==> config.mk <==
export PLATFORM = sky130hd
export DESIGN_NAME = wdt_window_top
export DESIGN_NICKNAME = d
export VERILOG_FILES = /design/src/rtl/wdt_pkg.sv /design/src/rtl/wdt_ctrl_reg.sv /design/src/rtl/wdt_trig_edge.sv /design/src/rtl/wdt_core.sv /design/src/rtl/wdt_window_top.sv
export SDC_FILE = /design/constraint.sdc
export NUM_CORES = 1
export LEC_CHECK = 0
export ABC_AREA = 1
export ABC_CLOCK_PERIOD_IN_PS = 5240
export BUFFER_PORTS_ARGS = -buffer_cell sky130_fd_sc_hd__clkbuf_2
export CAP_MARGIN = 10
export CORE_UTILIZATION = 60
export DETAILED_ROUTE_END_ITERATION = 7
export PLACE_DENSITY = 0.88
export SLEW_MARGIN = 20
export SYNTH_ARGS = -nofsm -noshare
export SYNTH_HDL_FRONTEND = slang
export SYNTH_SLANG_ARGS = --single-unit
export TNS_END_PERCENT = 10
==> constraint.sdc <==
create_clock -name clk -period 5.24 [get_ports clk]
set_input_delay 1.048 -clock clk [delete_from_list [all_inputs] [get_ports clk]]
set_output_delay 1.048 -clock clk [all_outputs]
set_load 0.01 [all_outputs]
==> src/rtl/wdt_pkg.sv <==
package wdt_pkg;

    localparam int CTRL_W    = 32;
    localparam int RDIS_BIT  = 31;
    localparam int SRC_BIT   = 30;
    localparam int WIN_LSB   = 24;
    localparam int WIN_W     = 3;
    localparam int WIN_FRACT = 3;   // limit unit is period >> WIN_FRACT

    typedef enum logic [1:0] {
        ST_RUN    = 2'd0,
        ST_EXPIRE = 2'd1,
        ST_BADCLR = 2'd2
    } wdt_state_e;

    typedef struct packed {
        logic             rst_dis;
        logic             clr_src;
        logic [WIN_W-1:0] win;
    } wdt_cfg_t;

endpackage

==> src/rtl/wdt_ctrl_reg.sv <==
module wdt_ctrl_reg
    import wdt_pkg::*;
(
    input  logic              clk,
    input  logic              rst_n,
    input  logic              we,
    input  logic [CTRL_W-1:0] wdata,
    output wdt_cfg_t          cfg,
    output logic [CTRL_W-1:0] rdata
);

    wdt_cfg_t cfg_q;

    always_ff @(posedge clk or negedge rst_n) begin
        if (!rst_n) begin
            cfg_q <= '0;
        end else if (we) begin
            cfg_q.rst_dis <= wdata[RDIS_BIT];
            cfg_q.clr_src <= wdata[SRC_BIT];
            cfg_q.win     <= wdata[WIN_LSB +: WIN_W];
        end
    end

    always_comb begin
        rdata                  = '0;
        rdata[RDIS_BIT]        = cfg_q.rst_dis;
        rdata[SRC_BIT]         = cfg_q.clr_src;
        rdata[WIN_LSB +: WIN_W] = cfg_q.win;
    end

    assign cfg = cfg_q;

    // a write lands in the window field on the next edge
    p_cfg_write_r2: assert property (@(posedge clk) disable iff (!rst_n)
        we |=> (cfg_q.win == $past(wdata[WIN_LSB +: WIN_W])));

endmodule

==> src/rtl/wdt_trig_edge.sv <==
module wdt_trig_edge #(
    parameter int STAGES = 2
) (
    input  logic clk,
    input  logic rst_n,
    input  logic trig_in,
    output logic rise_o
);

    logic [STAGES-1:0] sync_q;
    logic              last_q;

    generate
        for (genvar g = 0; g < STAGES; g++) begin : g_sync
            if (g == 0) begin : g_first
                always_ff @(posedge clk or negedge rst_n) begin
                    if (!rst_n) sync_q[0] <= 1'b0;
                    else        sync_q[0] <= trig_in;
                end
            end else begin : g_next
                always_ff @(posedge clk or negedge rst_n) begin
                    if (!rst_n) sync_q[g] <= 1'b0;
                    else        sync_q[g] <= sync_q[g-1];
                end
            end
        end
    endgenerate

    always_ff @(posedge clk or negedge rst_n) begin
        if (!rst_n) last_q <= 1'b0;
        else        last_q <= sync_q[STAGES-1];
    end

    assign rise_o = sync_q[STAGES-1] & ~last_q;

    // a held level yields a single-cycle edge event
    p_single_rise_r6: assert property (@(posedge clk) disable iff (!rst_n)
        rise_o |=> !rise_o);

endmodule

==> src/rtl/wdt_core.sv <==
module wdt_core
    import wdt_pkg::*;
#(
    parameter int CNT_W = 16
) (
    input  logic             clk,
    input  logic             rst_n,
    input  logic             tick_en,
    input  logic [CNT_W-1:0] period,
    input  wdt_cfg_t         cfg,
    input  logic             sw_clr,
    input  logic             ext_rise,
    input  logic             flag_we,
    input  logic [1:0]       flag_mask,
    output logic             rst_req,
    output logic             to_flag,
    output logic             wf_flag
);

    localparam int LIM_W = CNT_W + WIN_W;

    wdt_state_e       state_q, state_d;
    logic [CNT_W-1:0] cnt_q, cnt_d;
    logic [LIM_W-1:0] lim;
    logic             clr_evt, early, bad_evt, expire_evt;
    logic             to_flag_q, wf_flag_q;

    // window limit: (period >> 3) * n, shift-and-multiply by a 3-bit value
    assign lim = LIM_W'(period >> WIN_FRACT) * LIM_W'(cfg.win);

    // clear source selection; the unselected path is ignored
    assign clr_evt    = cfg.clr_src ? ext_rise : sw_clr;
    assign early      = (cfg.win != '0) && (LIM_W'(cnt_q) < lim);
    assign bad_evt    = clr_evt && early;
    assign expire_evt = !clr_evt && tick_en &&
                        ((CNT_W+1)'(cnt_q) + 1'b1 >= (CNT_W+1)'(period));

    // counter next value
    always_comb begin
        cnt_d = cnt_q;
        if (clr_evt)         cnt_d = '0;
        else if (expire_evt) cnt_d = '0;
        else if (tick_en)    cnt_d = cnt_q + 1'b1;
    end

    // next-state logic
    always_comb begin
        state_d = ST_RUN;
        unique case (state_q)
            ST_RUN, ST_EXPIRE, ST_BADCLR: begin
                if (expire_evt)   state_d = ST_EXPIRE;
                else if (bad_evt) state_d = ST_BADCLR;
                else              state_d = ST_RUN;
            end
            default: state_d = ST_RUN;
        endcase
    end

    // state register
    always_ff @(posedge clk or negedge rst_n) begin
        if (!rst_n) begin
            state_q <= ST_RUN;
            cnt_q   <= '0;
        end else begin
            state_q <= state_d;
            cnt_q   <= cnt_d;
        end
    end

    // outputs: sticky flags (set wins) and the reset pulse
    always_ff @(posedge clk or negedge rst_n) begin
        if (!rst_n) begin
            to_flag_q <= 1'b0;
            wf_flag_q <= 1'b0;
        end else begin
            if (state_d == ST_EXPIRE)          to_flag_q <= 1'b1;
            else if (flag_we && flag_mask[0])  to_flag_q <= 1'b0;
            if (state_d == ST_BADCLR)          wf_flag_q <= 1'b1;
            else if (flag_we && flag_mask[1])  wf_flag_q <= 1'b0;
        end
    end

    always_comb begin
        unique case (state_q)
            ST_EXPIRE, ST_BADCLR: rst_req = !cfg.rst_dis;
            default:              rst_req = 1'b0;
        endcase
    end

    assign to_flag = to_flag_q;
    assign wf_flag = wf_flag_q;

    // any selected clear leaves the count at zero
    p_clear_zero_r5: assert property (@(posedge clk) disable iff (!rst_n)
        clr_evt |=> (cnt_q == '0));

    // an ordinary tick advances the count by one
    p_tick_step_r3: assert property (@(posedge clk) disable iff (!rst_n)
        (tick_en && !clr_evt && ((CNT_W+1)'(cnt_q) + 1'b1 < (CNT_W+1)'(period)))
        |=> (cnt_q == $past(cnt_q) + 1'b1));

    // being in the expire state means the timeout flag is set
    p_expire_flag_r3: assert property (@(posedge clk) disable iff (!rst_n)
        (state_q == ST_EXPIRE) |-> to_flag_q);

    // the timeout flag holds until a write-1 clear
    p_flag_hold_r8: assert property (@(posedge clk) disable iff (!rst_n)
        (to_flag_q && !(flag_we && flag_mask[0])) |=> to_flag_q);

    // a window fault leaves its flag set
    p_badclr_flag_r7: assert property (@(posedge clk) disable iff (!rst_n)
        (state_q == ST_BADCLR) |-> wf_flag_q);

endmodule

==> src/rtl/wdt_window_top.sv <==
module wdt_window_top
    import wdt_pkg::*;
#(
    parameter int CNT_W       = 16,
    parameter int SYNC_STAGES = 2
) (
    input  logic             clk,
    input  logic             rst_n,
    input  logic             tick_en,
    input  logic [CNT_W-1:0] period,
    input  logic             ctrl_we,
    input  logic [31:0]      ctrl_wdata,
    output logic [31:0]      ctrl_rdata,
    input  logic             sw_clear,
    input  logic             ext_trig,
    input  logic             flag_clr_we,
    input  logic [1:0]       flag_clr_mask,
    output logic             rst_req,
    output logic             timeout_flag,
    output logic             window_fault_flag
);

    wdt_cfg_t cfg;
    logic     ext_rise;

    wdt_ctrl_reg u_ctrl (
        .clk   (clk),
        .rst_n (rst_n),
        .we    (ctrl_we),
        .wdata (ctrl_wdata),
        .cfg   (cfg),
        .rdata (ctrl_rdata)
    );

    wdt_trig_edge #(.STAGES(SYNC_STAGES)) u_trig (
        .clk     (clk),
        .rst_n   (rst_n),
        .trig_in (ext_trig),
        .rise_o  (ext_rise)
    );

    wdt_core #(.CNT_W(CNT_W)) u_core (
        .clk       (clk),
        .rst_n     (rst_n),
        .tick_en   (tick_en),
        .period    (period),
        .cfg       (cfg),
        .sw_clr    (sw_clear),
        .ext_rise  (ext_rise),
        .flag_we   (flag_clr_we),
        .flag_mask (flag_clr_mask),
        .rst_req   (rst_req),
        .to_flag   (timeout_flag),
        .wf_flag   (window_fault_flag)
    );

endmodule

Word-level counts from Yosys, hierarchy flattened
Cells that the tools add are included.

operators by class
  add/subtract/negate cells = 2
  $mul = 1
  order comparisons = 2
  eq/ne operators = 4
  mux-type cells = 12
  bitwise operators = 2
  reduce and logical (&&, ||, !) cells = 15

operators with widths
  cell                                            count
  two-way mux 16 bit                              3
  less-than comparator 16 x 19 -> 1 bit           1
  adder 16 x 1 -> 17 bit (second input constant)  1
  greater-or-equal comparator 17 x 16 -> 1 bit    1
  adder 16 x 1 -> 16 bit (second input constant)  1
  multiplier 13 x 3 -> 16 bit                     1
  logical AND 1 bit                               6
  two-way mux 1 bit                               6
  two-way mux 2 bit                               3
  nonzero test 3 bit                              2
  == test 2 x 1 -> 1 bit (second input constant)  2
  == test 2 bit (second input constant)           2
  nonzero test 2 bit                              2
  OR reduction 3 bit                              1
  logical NOT 1 bit                               2
  logical NOT 2 bit                               1
  OR reduction 2 bit                              1
  AND 1 bit                                       1
  inverter 1 bit                                  1

word-level totals
  bits in registers = 28
  output and inout port bits = 35
  logic and storage cells = 48

Depth between registers and ports, before layout
Gate-level depths: netlist of the first run.

  depth in word-level cells = 10
  depth in mapped cells = 23
  mapped depth without buffers = 22

Modules after synthesis
Synthesis of the first run repeated with hierarchy kept, for this count alone.

unflattened totals
  cell total of the unflattened synthesis = 515
  area total of the unflattened synthesis = 3588.4 um^2

modules (own cells, without submodules)
  module         instances  cells each  area an instance (um^2)  seq. area each (um^2)
  wdt_core       1          456         3074.2                   500.5
  wdt_ctrl_reg   1          54          429.2                    125.1
  wdt_trig_edge  1          5           85.1                     75.1

Worst setup path after synthesis of the first run
Ideal clock, no wire load.

  path kind = input to register
  start point = input port period[3]
  end point = register u_core.wf_flag_q (netlist: u_core.wf_flag)
  data arrival time = 3.659 ns
  required time = 5.122 ns
  path slack = 1.463 ns
  stages = 21
  buffers on the path = 0
  cells stage by stage = nand2_1 -> fa_1 -> inv_1 -> ha_1 -> inv_1 -> fa_1 -> o21ai_1 -> a21oi_1 -> xor2_1 -> ha_1 -> nand2_1 -> nor2_1 -> nand2_1 -> nor2_1 -> nand2_1 -> nand3_1 -> nand2_1 -> nand2_1 -> nand2_1 -> nand2_1 -> nand2_1

on the way
  cells in the longest elaborated chain, start to end = 9

ends and longest elaborated chain
  element                                                         line                  RTL
  start, declared                                                 wdt_window_top.sv:10  input logic [CNT_W-1:0] period,
  multiplier 13 x 3 -> 16 bit                                     wdt_core.sv:29        assign lim = LIM_W'(period >> WIN_FRACT) * LIM_W'(cfg.win);
  less-than comparator 16 x 19 -> 1 bit                           wdt_core.sv:33        assign early = (cfg.win != '0) && (LIM_W'(cnt_q) < lim);
  logical AND 1 bit                                               wdt_core.sv:33
  logical AND 1 bit                                               wdt_core.sv:34        assign bad_evt = clr_evt && early;
  two-way mux 2 bit                                               wdt_core.sv:52        else if (bad_evt) state_d = ST_BADCLR;
  two-way mux 2 bit (*)                                           wdt_core.sv:51        if (expire_evt) state_d = ST_EXPIRE;
  two-way mux 2 bit (*)                                           wdt_core.sv:49        unique case (state_q)
  == test 2 bit (*)                                               wdt_core.sv:78        if (state_d == ST_BADCLR) wf_flag_q <= 1'b1;
  two-way mux 1 bit / nonzero test 2 bit (equally long branches)  --
  end signal, assigned                                            wdt_core.sv:74        wf_flag_q <= 1'b0;
  end signal, assigned                                            wdt_core.sv:78
  end signal, assigned                                            wdt_core.sv:79        else if (flag_we && flag_mask[1]) wf_flag_q <= 1'b0;
  end, declared                                                   wdt_core.sv:26        logic to_flag_q, wf_flag_q;

Every way passes the cells marked *; elsewhere a longest branch is shown, timed or not.
A chain may end at the register's enable or synchronous reset.

Final worst setup path of the first run
Ends and elaborated chain as after synthesis.

==> summary.md, run 1 <==
| Metric | Value |
|---|---|
| Top_reg_cell synth | `dfrtp_1` |
| CTS Buffer Depth | `2` |
| CP Capture Type | `flop` |
| Worst min-delay path class | `flop to flop` |
| Overall routing resource usage | `0.258` |
| Sw power | `approximately 270 uW` |
| Synth top area cells | `dfrtp_1 (19%), ha_1 (16%), nand2_1 (15%)` |
| Register area | `between 700 and 800 um2` |
| Final #Nets | `approximately 700` |
| Cell leakage power | `2.44 nW` |
| VDD IR max | `roughly 180 uV` |
| Site row count | `28` |
| Critical Path Start Type | `input port` |
| Routed Antenna Nets | `0` |
| Setup-failing EPs final | `0` |
| Gpl congestion | `0.904` |
| Placed insts | `between 600 and 700` |
| Area of the multi-input gates | `around 0.0025 mm2` |
| Clk sinks | `28` |
| Layout Skew | `roughly 0.0027 ns` |
| Detailed Route Iter0 Violations | `roughly 140` |
| Status | `finished, final reports clean` |
| Remaining Overflow, GRT | `0` |
| Slew @ Worst Pin | `between 0.6 and 0.7 ns` |
| Count leader, synth | `nand2_1` |
| Part of the power in registers | `0.365` |
| Largest net degree at the start of global routing | `29` |
| Setup ws final | `approximately 1.1 ns` |
| Clock transition at path regs | `0.09 ns` |
| Area share of the largest cell type after synthesis | `0.187` |
| Final Util | `0.656` |
| Yosys top cell by area | `dfrtp_1` |
| Syn avg cell area | `between 6 and 7 um2` |
| Hold Slack | `0.372 ns` |
| Tmin final | `between 4 and 5 ns` |
| Postcts setup bufs | `0` |
| Area of the core | `~0.006 mm2` |
| Flops & latches, synth | `28` |
| Critical Path RT | `~5.4 ns` |
| Final Hold Viols | `0` |
| Critical path arrival | `approximately 4.3 ns` |
| Worst-Skew Late Latency | `~0.27 ns` |
| Max-cap check violation count | `0` |
| Syn Inst Count | `550` |
| PwrDens | `between 150 and 200 mW/mm2` |
| Pint | `405 uW` |
| Fin cells | `approximately 660` |
| Placed Area | `~0.0039 mm2` |
| Vias per inst | `~5` |
| Clock power frac | `0.193` |
| CTS buffer count | `3` |
| Syn. warnings | `0` |
| Worst reg2reg path depth | `21` |
| Slew margin rel. | `0.542` |
| CTS resizes | `0` |
| FMAX | `0.243 GHz` |
| Port bufs | `37` |
| CTS tree | `yes` |
| Slew Limit Fails | `0` |
| Area Overhead vs Synth | `4.84%` |
| Power, Total | `around 680 uW` |
| CP Max Fanout | `4` |
| Post-synthesis sequential area ratio | `0.187` |
| Placement Setup Slack | `between 0.8 and 0.9 ns` |
| Comb pwr share | `0.442` |
| Fraction of layout cells with a size suffix above 1 | `0.139` |
| Critical Path End | `u_core.wf_flag` |
| Pre-antenna DRT Iters | `5` |
| Filler Cell Count | `513` |
| H-Tree Depth | `1` |
| WL final | `just under 8 mm` |
| Initial antenna violation count | `0` |
| Async SR Flop Fraction | `1.00` |
| Setup slack, reg-to-reg | `1.19 ns` |
| Cell area after layout | `~0.0039 mm2` |
| RSZ-0062 raised after global routing | `false` |
| Netlist cell types | `36` |
| Chip height | `between 80 and 90 um` |
| Number of global-route vias before repair | `3,305` |
| Initial cell density of the core | `0.626` |
| DRC | `0` |
| Cts hold-fix bufs | `0` |
| Switch share | `0.403` |
| Fin Setup TNS | `0 ns` |
| Tcrit/Tclk final | `0.784` |
| Synth top cells by count | `nand2_1 (154), inv_1 (102), ha_1 (48)` |
| Syn Std Cell Area | `roughly 0.0038 mm2` |
| HPWL after DPL | `about 6.4 mm` |
| Ports | `between 90 and 100` |
| Die Area | `roughly 0.0066 mm2` |
| Ant. Diodes | `0` |
| First-pass GRT wire length | `13.3 mm` |
| Critical path class | `input port to flop` |
| Drt wl/cell | `roughly 12 um` |
| Die X | `roughly 81 um` |
| Reg2reg end | `u_core.wf_flag` |
| Clk Tree Root Cell | `clkbuf_8` |
| Worst setup path startpoint | `period[3]` |
| Worst r2r src | `u_ctrl.cfg[1]` |
| Vias | `3,337` |
| Count of flip-flops with a built-in enable after synthesis | `0` |
routing by layer:
layer	vias up	routed length (um)	global-route usage
li1	1698	-	-
met1	1519	3490	0.315
met2	102	3740	0.474
met3	18	346	0.0124
met4	0	187	0.0964
met5	-	0	0
cell type report:
| cell class | count | area share |
|---|---|---|
| Sequential cell | 28 | 0.178 |
| Tap cell | 75 | 0.0239 |
| Inverter | 104 | 0.0993 |
| Clock buffer | 4 | 0.0140 |
| Timing Repair Buffer | 37 | 0.0471 |
| Multi-Input combinational cell | 410 | 0.638 |
cell usage in the layout, fill, tap and decap left out, types with 12 or more instances in the layout:
master / count
nand2_1: 154
inv_1: 102
ha_1: 48
nor2_1: 46
clkbuf_2: 37
dfrtp_1: 28
conb_1: 27
nand2_2: 25
a21oi_1: 24
xor2_1: 12
nand3_1: 12
fa_1: 12
sequential cells by signal (all words and copies together), names as in the netlist:
register        flops
u_core.cnt_q       16
u_ctrl.cfg          5
u_core.state_q      2
u_trig.sync_q       2
u_core.to_flag      1
u_core.wf_flag      1
u_trig.last_q       1
worst max-delay path, stage by stage:
cell	delay (ns)
clkbuf_2	0.12
nand2_1	0.08
fa_1	0.49
inv_1	0.07
ha_1	0.16
inv_1	0.05
fa_1	0.40
o21ai_1	0.29
a21oi_1	0.21
xor2_1	0.19
ha_1	0.31
nand2_1	0.07
nor2_1	0.14
nand2_1	0.07
nor2_1	0.09
nand2_1	0.06
nand3_1	0.09
nand2_1	0.07
nand2_1	0.08
nand2_1	0.05
nand2_1	0.08
nand2_1	0.06
power groups by stage:
stage	Sequential (mW)	Clock, mW	Combinational [mW]
final	0.248	0.131	0.300
after global placement	0.251	0	0.278
after floorplan	0.243	0	0.235
after global routing	0.249	0.141	0.347
after detailed placement	0.251	0	0.296
after CTS	0.247	0.136	0.299
cells by family (layout without fill, tap and decap cells):
kind of cell | Yosys count | after routing | share of synthesized area
buffers and inverters | 138 | 145 | 0.171
AOI/OAI and AO/OA | 49 | 49 | 0.0751
and+or+nand+nor | 256 | 256 | 0.299
xor gates and xnor gates | 16 | 16 | 0.0374
muxes | 2 | 2 | 0.00600
other | 1 | 27 | 0.00100
adders and majority gates | 60 | 60 | 0.224
DFF | 28 | 28 | 0.187
how the worst min path moves through the flow:
stage	start	endpoint	slack (ns)	cells past startpoint
after global placement	u_trig.sync_q[0]	u_trig.sync_q[1]	0.34	0
after detailed placement	u_trig.sync_q[0]	u_trig.sync_q[1]	0.35	0
after global routing	u_trig.sync_q[0]	u_trig.sync_q[1]	0.38	0
final	u_trig.sync_q[0]	u_trig.sync_q[1]	0.37	0
after CTS	u_trig.sync_q[0]	u_trig.sync_q[1]	0.38	0
after floorplan	u_trig.sync_q[0]	u_trig.sync_q[1]	0.33	0
(Power assumes the default switching activity.)
==> run 2: changes to the inputs <==
--- a/config.mk
+++ b/config.mk
@@ -6,12 +6,12 @@
 export NUM_CORES = 1
 export LEC_CHECK = 0
 export ABC_AREA = 1
-export ABC_CLOCK_PERIOD_IN_PS = 5240
+export ABC_CLOCK_PERIOD_IN_PS = 3900
 export BUFFER_PORTS_ARGS = -buffer_cell sky130_fd_sc_hd__clkbuf_2
 export CAP_MARGIN = 10
-export CORE_UTILIZATION = 60
+export CORE_UTILIZATION = 55
 export DETAILED_ROUTE_END_ITERATION = 7
-export PLACE_DENSITY = 0.88
+export PLACE_DENSITY = 0.82
 export SLEW_MARGIN = 20
 export SYNTH_ARGS = -nofsm -noshare
 export SYNTH_HDL_FRONTEND = slang
==> constraint.sdc (replaced) <==
create_clock -name clk -period 3.9 [get_ports clk]
set_input_delay 0.78 -clock clk [delete_from_list [all_inputs] [get_ports clk]]
set_output_delay 0.78 -clock clk [all_outputs]
set_load 0.01 [all_outputs]
==> run 2 against run 1 <==
- hold slack worse by 0.012 ns
- first-iteration DRC count is 15% lower
- worst setup slack worse by 0.83 ns
- critical endpoint unchanged
- clock power is 76% higher
- sequential share of layout area is 0.45 points lower
- highest routed layer unchanged
==> summary.md, run 2 (synthesized netlist as in run 1, its figures left out) <==
| Metric | Value |
|---|---|
| Status | `finished, final reports clean` |
| Die Area | `between 0.007 and 0.008 mm2` |
| Ports | `between 90 and 100` |
| CTS buffer count | `3` |
| Final Hold Viols | `0` |
| RSZ-0062 raised after global routing | `false` |
| VDD IR max | `366 uV` |
| Area Overhead vs Synth | `7.94%` |
| Critical Path Start Type | `input port` |
| Fin cells | `about 670` |
| FMAX | `~0.28 GHz` |
| CTS Buffer Depth | `2` |
| Ant. Diodes | `0` |
| Register area | `about 700 um2` |
| Area of the core | `about 0.0065 mm2` |
| Max reg flops | `16` |
| Slew margin rel. | `0.520` |
| CP Max Fanout | `3` |
| Worst min-delay path class | `flop to flop` |
| Worst-case hold path end point | `u_trig.sync_q[1]` |
| Clk sinks | `28` |
| Setup-failing EPs final | `0` |
| WP buf/inv | `3` |
| Cell area after layout | `just over 0.004 mm2` |
| Largest net degree at the start of global routing | `29` |
| Cts hold-fix bufs | `0` |
| Tcrit/Tclk final | `0.922` |
| Overall routing resource usage | `0.234` |
| Most frequent cell on the critical path | `nand2_1` |
| Critical Path Max Stage Delay | `~0.46 ns` |
| Reg2reg end | `u_core.wf_flag` |
| Hold Path Origin | `u_trig.sync_q[0]` |
| Pre-antenna DRT Iters | `7` |
| Clk Tree Root Cell | `clkbuf_8` |
| Setup slack, reg-to-reg | `0.34 ns` |
| Cell leakage power | `roughly 2.5 nW` |
| Critical path, cell by cell | `clkbuf_2 > nand2_1 > fa_1 > inv_1 > ha_1 > inv_1 > fa_1 > o21ai_2 > a21oi_1 > o21ai_1 > xor2_1 > ha_1 > nand2_1 > nor2_1 > nand2_1 > nor2_1 > nand2_1 > nand3_1 > nand2_1 > nand2_1 > nand2_1 > nand2_1 > nand2_1` |
| Number of global-route vias before repair | `3,207` |
| Remaining Overflow, GRT | `0` |
| Critical path arrival | `3.78 ns` |
| Final #Nets | `a little over 700` |
| Placed Area | `a little under 0.004 mm2` |
| CP Capture Type | `flop` |
| Worst-Skew Late Latency | `between 0.2 and 0.3 ns` |
| Most frequent cells in the layout | `nand2_1 (154), inv_1 (102), ha_1 (48), nor2_1 (46), clkbuf_2 (37)` |
| Largest reg by FF count | `u_core.cnt_q` |
| PwrDens | `approximately 240 mW/mm2` |
| Worst reg2reg path depth | `22` |
| DRC | `0` |
| Area of the multi-input gates | `roughly 0.0025 mm2` |
| Final Util | `0.627` |
| Filler Cell Count | `roughly 570` |
| Initial antenna violation count | `0` |
| Port bufs | `37` |
| Hold Path Stages | `0` |
| Critical path class | `input port to flop` |
| Die X | `~85 um` |
| Slew @ Worst Pin | `roughly 0.7 ns` |
| Slowest-stage cell, CP | `fa_1` |
| Hold Slack | `approximately 0.36 ns` |
| First-pass GRT wire length | `between 10 and 15 mm` |
| Placement Setup Slack | `-0.105 ns` |
| Slew Limit Fails | `0` |
| Vias | `3,315` |
| Initial cell density of the core | `0.581` |
| Setup ws final | `a little over 0.3 ns` |
| Chip height | `approximately 85 um` |
| CTS tree | `yes` |
| Family with the most delay on the worst path | `adder cells` |
| Drt wl/cell | `12.0 um` |
| Worst r2r src | `u_ctrl.cfg[1]` |
| Layout Skew | `between 0.008 and 0.009 ns` |
| Routed Antenna Nets | `0` |
| Placed insts | `667` |
| Fraction of layout cells with a size suffix above 1 | `0.163` |
| Clock transition at path regs | `0.10 ns` |
| H-Tree Depth | `1` |
| Detailed Route Iter0 Violations | `between 100 and 150` |
| Site row count | `29` |
| Vias per inst | `~5` |
| Max-cap check violation count | `0` |
| Critical Path RT | `about 4.1 ns` |
| Most common cell after layout, fill and taps aside | `nand2_1` |
| HPWL after DPL | `about 6.6 mm` |
| WL final | `approximately 8 mm` |
| Gpl congestion | `0.924` |
| Tmin final | `3.60 ns` |
==> run 2: final cells by class <==
class,instances,share of cell area
Sequential cell,28,0.174
Clock buffer,3,0.0102
Tap cell,77,0.0238
Multi-Input combinational cell,410,0.621
Clock inverter,1,0.00742
Timing Repair Buffer,49,0.0674
Inverter,104,0.0964
==> run 2: what timing repair did <==
action                     4_1_cts  5_1_grt
setup endpoints to repair        0        2
setup buffers                    0        1
resized for setup                0        4
==> run 2: how the worst max path moves through the flow <==
stage / startpoint / end / cells after the start / slack (ns)
3_5_place_dp: period[4] / u_core.wf_flag / 22 / -0.10
5_1_grt: u_ctrl.cfg[2] / u_core.wf_flag / 22 / 0.02
6_report: period[4] / u_core.wf_flag / 23 / 0.30
3_3_place_gp: period[3] / u_core.wf_flag / 22 / -0.02
2_1_floorplan: period[3] / u_core.wf_flag / 21 / 0.39
4_1_cts: u_ctrl.cfg[2] / u_core.wf_flag / 21 / 0.1
==> run 2: per-layer routing <==
layer	part of all wire	global-route usage	vias to the layer above
met3	0.042	0.00885	7
li1	-	-	1714
met2	0.49	0.429	86
met1	0.46	0.305	1508
met4	0.0082	0.0524	0
met5	0	0	-
==> run 2: report_power, final <==
part	leakage, nW	total, mW	internal [mW]	switching [mW]
logic	2.10	0.425	0.162	0.263
clock network	0.0357	0.230	0.138	0.0920
registers	0.366	0.326	0.305	0.0205
total	2.51	0.980	0.604	0.376
==> run 2: per-stage QoR <==
| step | setup TNS, ns | total power, mW |
|---|---|---|
| finish | 0 | 0.980 |
| CTS | 0 | 0.978 |
| floorplan | 0 | 0.642 |
| global route | 0 | 1.06 |
| detailed placement | -0.184 | 0.748 |
| global placement | -0.0336 | 0.730 |
==> run 2: worst register-to-register path: cells and delay by family, from the launching register on <==
kind / cells / cell delay, ns
AOI/OAI and AO/OA: 3 / 0.47
adders and majority gates: 4 / 1.35
and+or+nand+nor: 12 / 0.89
buffers and inverters: 2 / 0.13
DFF: 1 / 0.52
xor gates and xnor gates: 1 / 0.10
==> run 3: changes to the inputs <==
--- a/config.mk
+++ b/config.mk
@@ -15,5 +15,6 @@
 export SLEW_MARGIN = 20
 export SYNTH_ARGS = -nofsm -noshare
 export SYNTH_HDL_FRONTEND = slang
+export SYNTH_HIERARCHICAL = 1
 export SYNTH_SLANG_ARGS = --single-unit
 export TNS_END_PERCENT = 10
==> run 3 against run 2 <==
- sequential share of layout area is 1.0 points higher
- clock power hardly changed
- highest routed layer unchanged
- critical path type unchanged
- combinational power is 8.5% lower
- largest cell class unchanged
- cell area is 6.0% lower
- synthesized cell count is 6.4% lower
- first-iteration DRC count stayed put
==> summary.md, run 3 <==
| Metric | Value |
|---|---|
| Pre-antenna DRT Iters | `4` |
| Async SR Flop Fraction | `1.00` |
| Worst min-delay path class | `flop to flop` |
| Site row count | `29` |
| Max-cap check violation count | `0` |
| Area share of the largest cell type after synthesis | `0.195` |
| Hold Slack | `0.364 ns` |
| Largest reg by FF count | `u_core/cnt_q` |
| Synth top area cells | `dfrtp_1 (20%), nand2_1 (17%), ha_1 (17%)` |
| VDD IR max | `about 210 uV` |
| CTS Buffer Depth | `2` |
| Largest net degree at the start of global routing | `29` |
| Routed Antenna Nets | `0` |
| First-pass GRT wire length | `~12 mm` |
| Remaining Overflow, GRT | `0` |
| Cell area after layout | `approximately 0.0038 mm2` |
| Area of the core | `roughly 0.0063 mm2` |
| RSZ-0062 raised after global routing | `false` |
| Max reg flops | `16` |
| Worst r2r src | `u_ctrl/cfg[2]` |
| Syn Std Cell Area | `about 0.0036 mm2` |
| Hold Path Origin | `u_trig/sync_q[0]` |
| H-Tree Depth | `1` |
| Drt wl/cell | `about 12 um` |
| Critical path class | `input port to flop` |
| HPWL after DPL | `between 6 and 7 mm` |
| Critical Path RT | `4.13 ns` |
| DRC | `0` |
| Syn Inst Count | `around 520` |
| CTS resizes | `0` |
| CP Max Fanout | `4` |
| Gpl congestion | `roughly 0.87` |
| Slew Limit Fails | `0` |
| Worst reg2reg path depth | `19` |
| Placement Setup Slack | `-0.00512 ns` |
| CP Capture Type | `flop` |
| Netlist cell types | `37` |
| Hold Path Stages | `0` |
| Final Util | `0.603` |
| Clk Tree Root Cell | `clkbuf_8` |
| CTS tree | `yes` |
| Worst-Skew Late Latency | `0.28 ns` |
| Status | `finished, final reports clean` |
| Chip height | `roughly 83 um` |
| Placed insts | `between 600 and 700` |
| Syn. warnings | `6` |
| Yosys top cell by area | `dfrtp_1` |
| Postcts setup bufs | `0` |
| Area Overhead vs Synth | `6.10%` |
| Overall routing resource usage | `0.238` |
| Tcrit/Tclk final | `0.929` |
| Port bufs | `37` |
| Final #Nets | `roughly 670` |
| Critical Path Start Type | `input port` |
| Die X | `between 80 and 90 um` |
| Initial cell density of the core | `0.568` |
| Detailed Route Iter0 Violations | `~120` |
| Top_reg_cell synth | `dfrtp_1` |
| Ant. Diodes | `0` |
| Most frequent cells in the layout | `nand2_1 (164), inv_1 (80), ha_1 (48), clkbuf_2 (37), dfrtp_1 (28)` |
| Cts hold-fix bufs | `0` |
| Count of flip-flops with a built-in enable after synthesis | `0` |
| Slew margin rel. | `0.330` |
| Fin cells | `between 600 and 700` |
| Setup ws final | `around 0.28 ns` |
| PwrDens | `around 250 mW/mm2` |
| Clk sinks | `28` |
| Clock transition at path regs | `0.10 ns` |
| Slew @ Worst Pin | `1.00 ns` |
| Syn avg cell area | `approximately 7 um2` |
| Fraction of layout cells with a size suffix above 1 | `0.120` |
| Post-synthesis sequential area ratio | `0.195` |
| Layout Skew | `between 0.002 and 0.003 ns` |
| Flops & latches, synth | `28` |
| CTS buffer count | `3` |
| Vias | `~3,100` |
| Number of global-route vias before repair | `between 2,000 and 3,000` |
| Most common cell after layout, fill and taps aside | `nand2_1` |
| Die Area | `0.00685 mm2` |
| Tmin final | `about 3.6 ns` |
| Worst setup path startpoint | `period[3]` |
| Filler Cell Count | `608` |
| Initial antenna violation count | `0` |
| Setup-failing EPs final | `0` |
| Count leader, synth | `nand2_1` |
| Vias per inst | `roughly 5` |
| Cell leakage power | `2.29 nW` |
| FMAX | `around 0.28 GHz` |
| Ports | `92` |
| Placed Area | `~0.0037 mm2` |
| Critical path arrival | `roughly 3.9 ns` |
| Final Hold Viols | `0` |
| WL final | `7.63 mm` |
| Synth top cells by count | `nand2_1 (164), inv_1 (80), ha_1 (48)` |
## run 3: final timing paths
path / slack (ns) / endpoint
hold / removal: 0.36 / u_trig/sync_q[1]
setup reg to reg: 0.31 / u_core/wf_flag
setup / recovery: 0.28 / u_core/wf_flag
max in group asynchronous: 2.91 / u_core/cnt_q[9]
hold reg to reg: 0.36 / u_trig/sync_q[1]
min in group asynchronous: 0.54 / u_core/cnt_q[1]
## run 3: stage by stage
| stage | total power, mW | setup TNS [ns] |
|---|---|---|
| detailed placement | 0.714 | -0.00512 |
| finish | 0.940 | 0 |
| global placement | 0.693 | 0 |
| floorplan | 0.627 | 0 |
| global route | 1.02 | 0 |
| CTS | 0.944 | 0 |
## run 3: per-layer routing
layer	routed length (um)	part of all wire	vias up	GRT usage
met4	175	0.023	0	0.0828
met3	202	0.026	13	0.0350
met5	0	0	-	0
met2	3770	0.49	61	0.428
met1	3480	0.46	1440	0.286
li1	-	-	1607	-
## run 3: cells by family (layout without fill, tap and decap cells)
group                      count (synthesis)  in the layout  share of synthesized area
AOI/OAI and AO/OA                         45             45                     0.0676
xor gates and xnor gates                  24             24                     0.0607
adders and majority gates                 60             60                      0.234
buffers and inverters                    124            132                      0.166
DFF                                       28             28                      0.195
other                                      1             27                    0.00105
and+or+nand+nor                          233            233                      0.275
## run 3: worst max-delay path, cell delays in order
cell	delay, ns
clkbuf_2	0.11
nand2_1	0.08
fa_1	0.54
inv_1	0.04
ha_1	0.22
fa_1	0.41
nand3_1	0.13
nand2_1	0.08
a21oi_1	0.23
o21ai_0	0.15
xnor2_1	0.18
ha_1	0.25
nand2_1	0.08
inv_1	0.06
a211oi_1	0.25
nand2_1	0.08
inv_1	0.06
nand2_1	0.06
nand2_1	0.05
## run 3: layout make-up
class	instances	area (um2)	area share
repair buffers	42	226	0.0595
clock inverters	1	30.0	0.00789
inverters	86	323	0.0848
clock buffers	3	41.3	0.0108
well taps	77	96.3	0.0253
flip-flops and latches	28	701	0.184
multi-input cells	389	2390	0.628
## run 3: power by group
group          internal (mW)  switching (mW)
Clock                  0.138          0.0925
Sequential             0.304          0.0165
Combinational          0.145           0.245
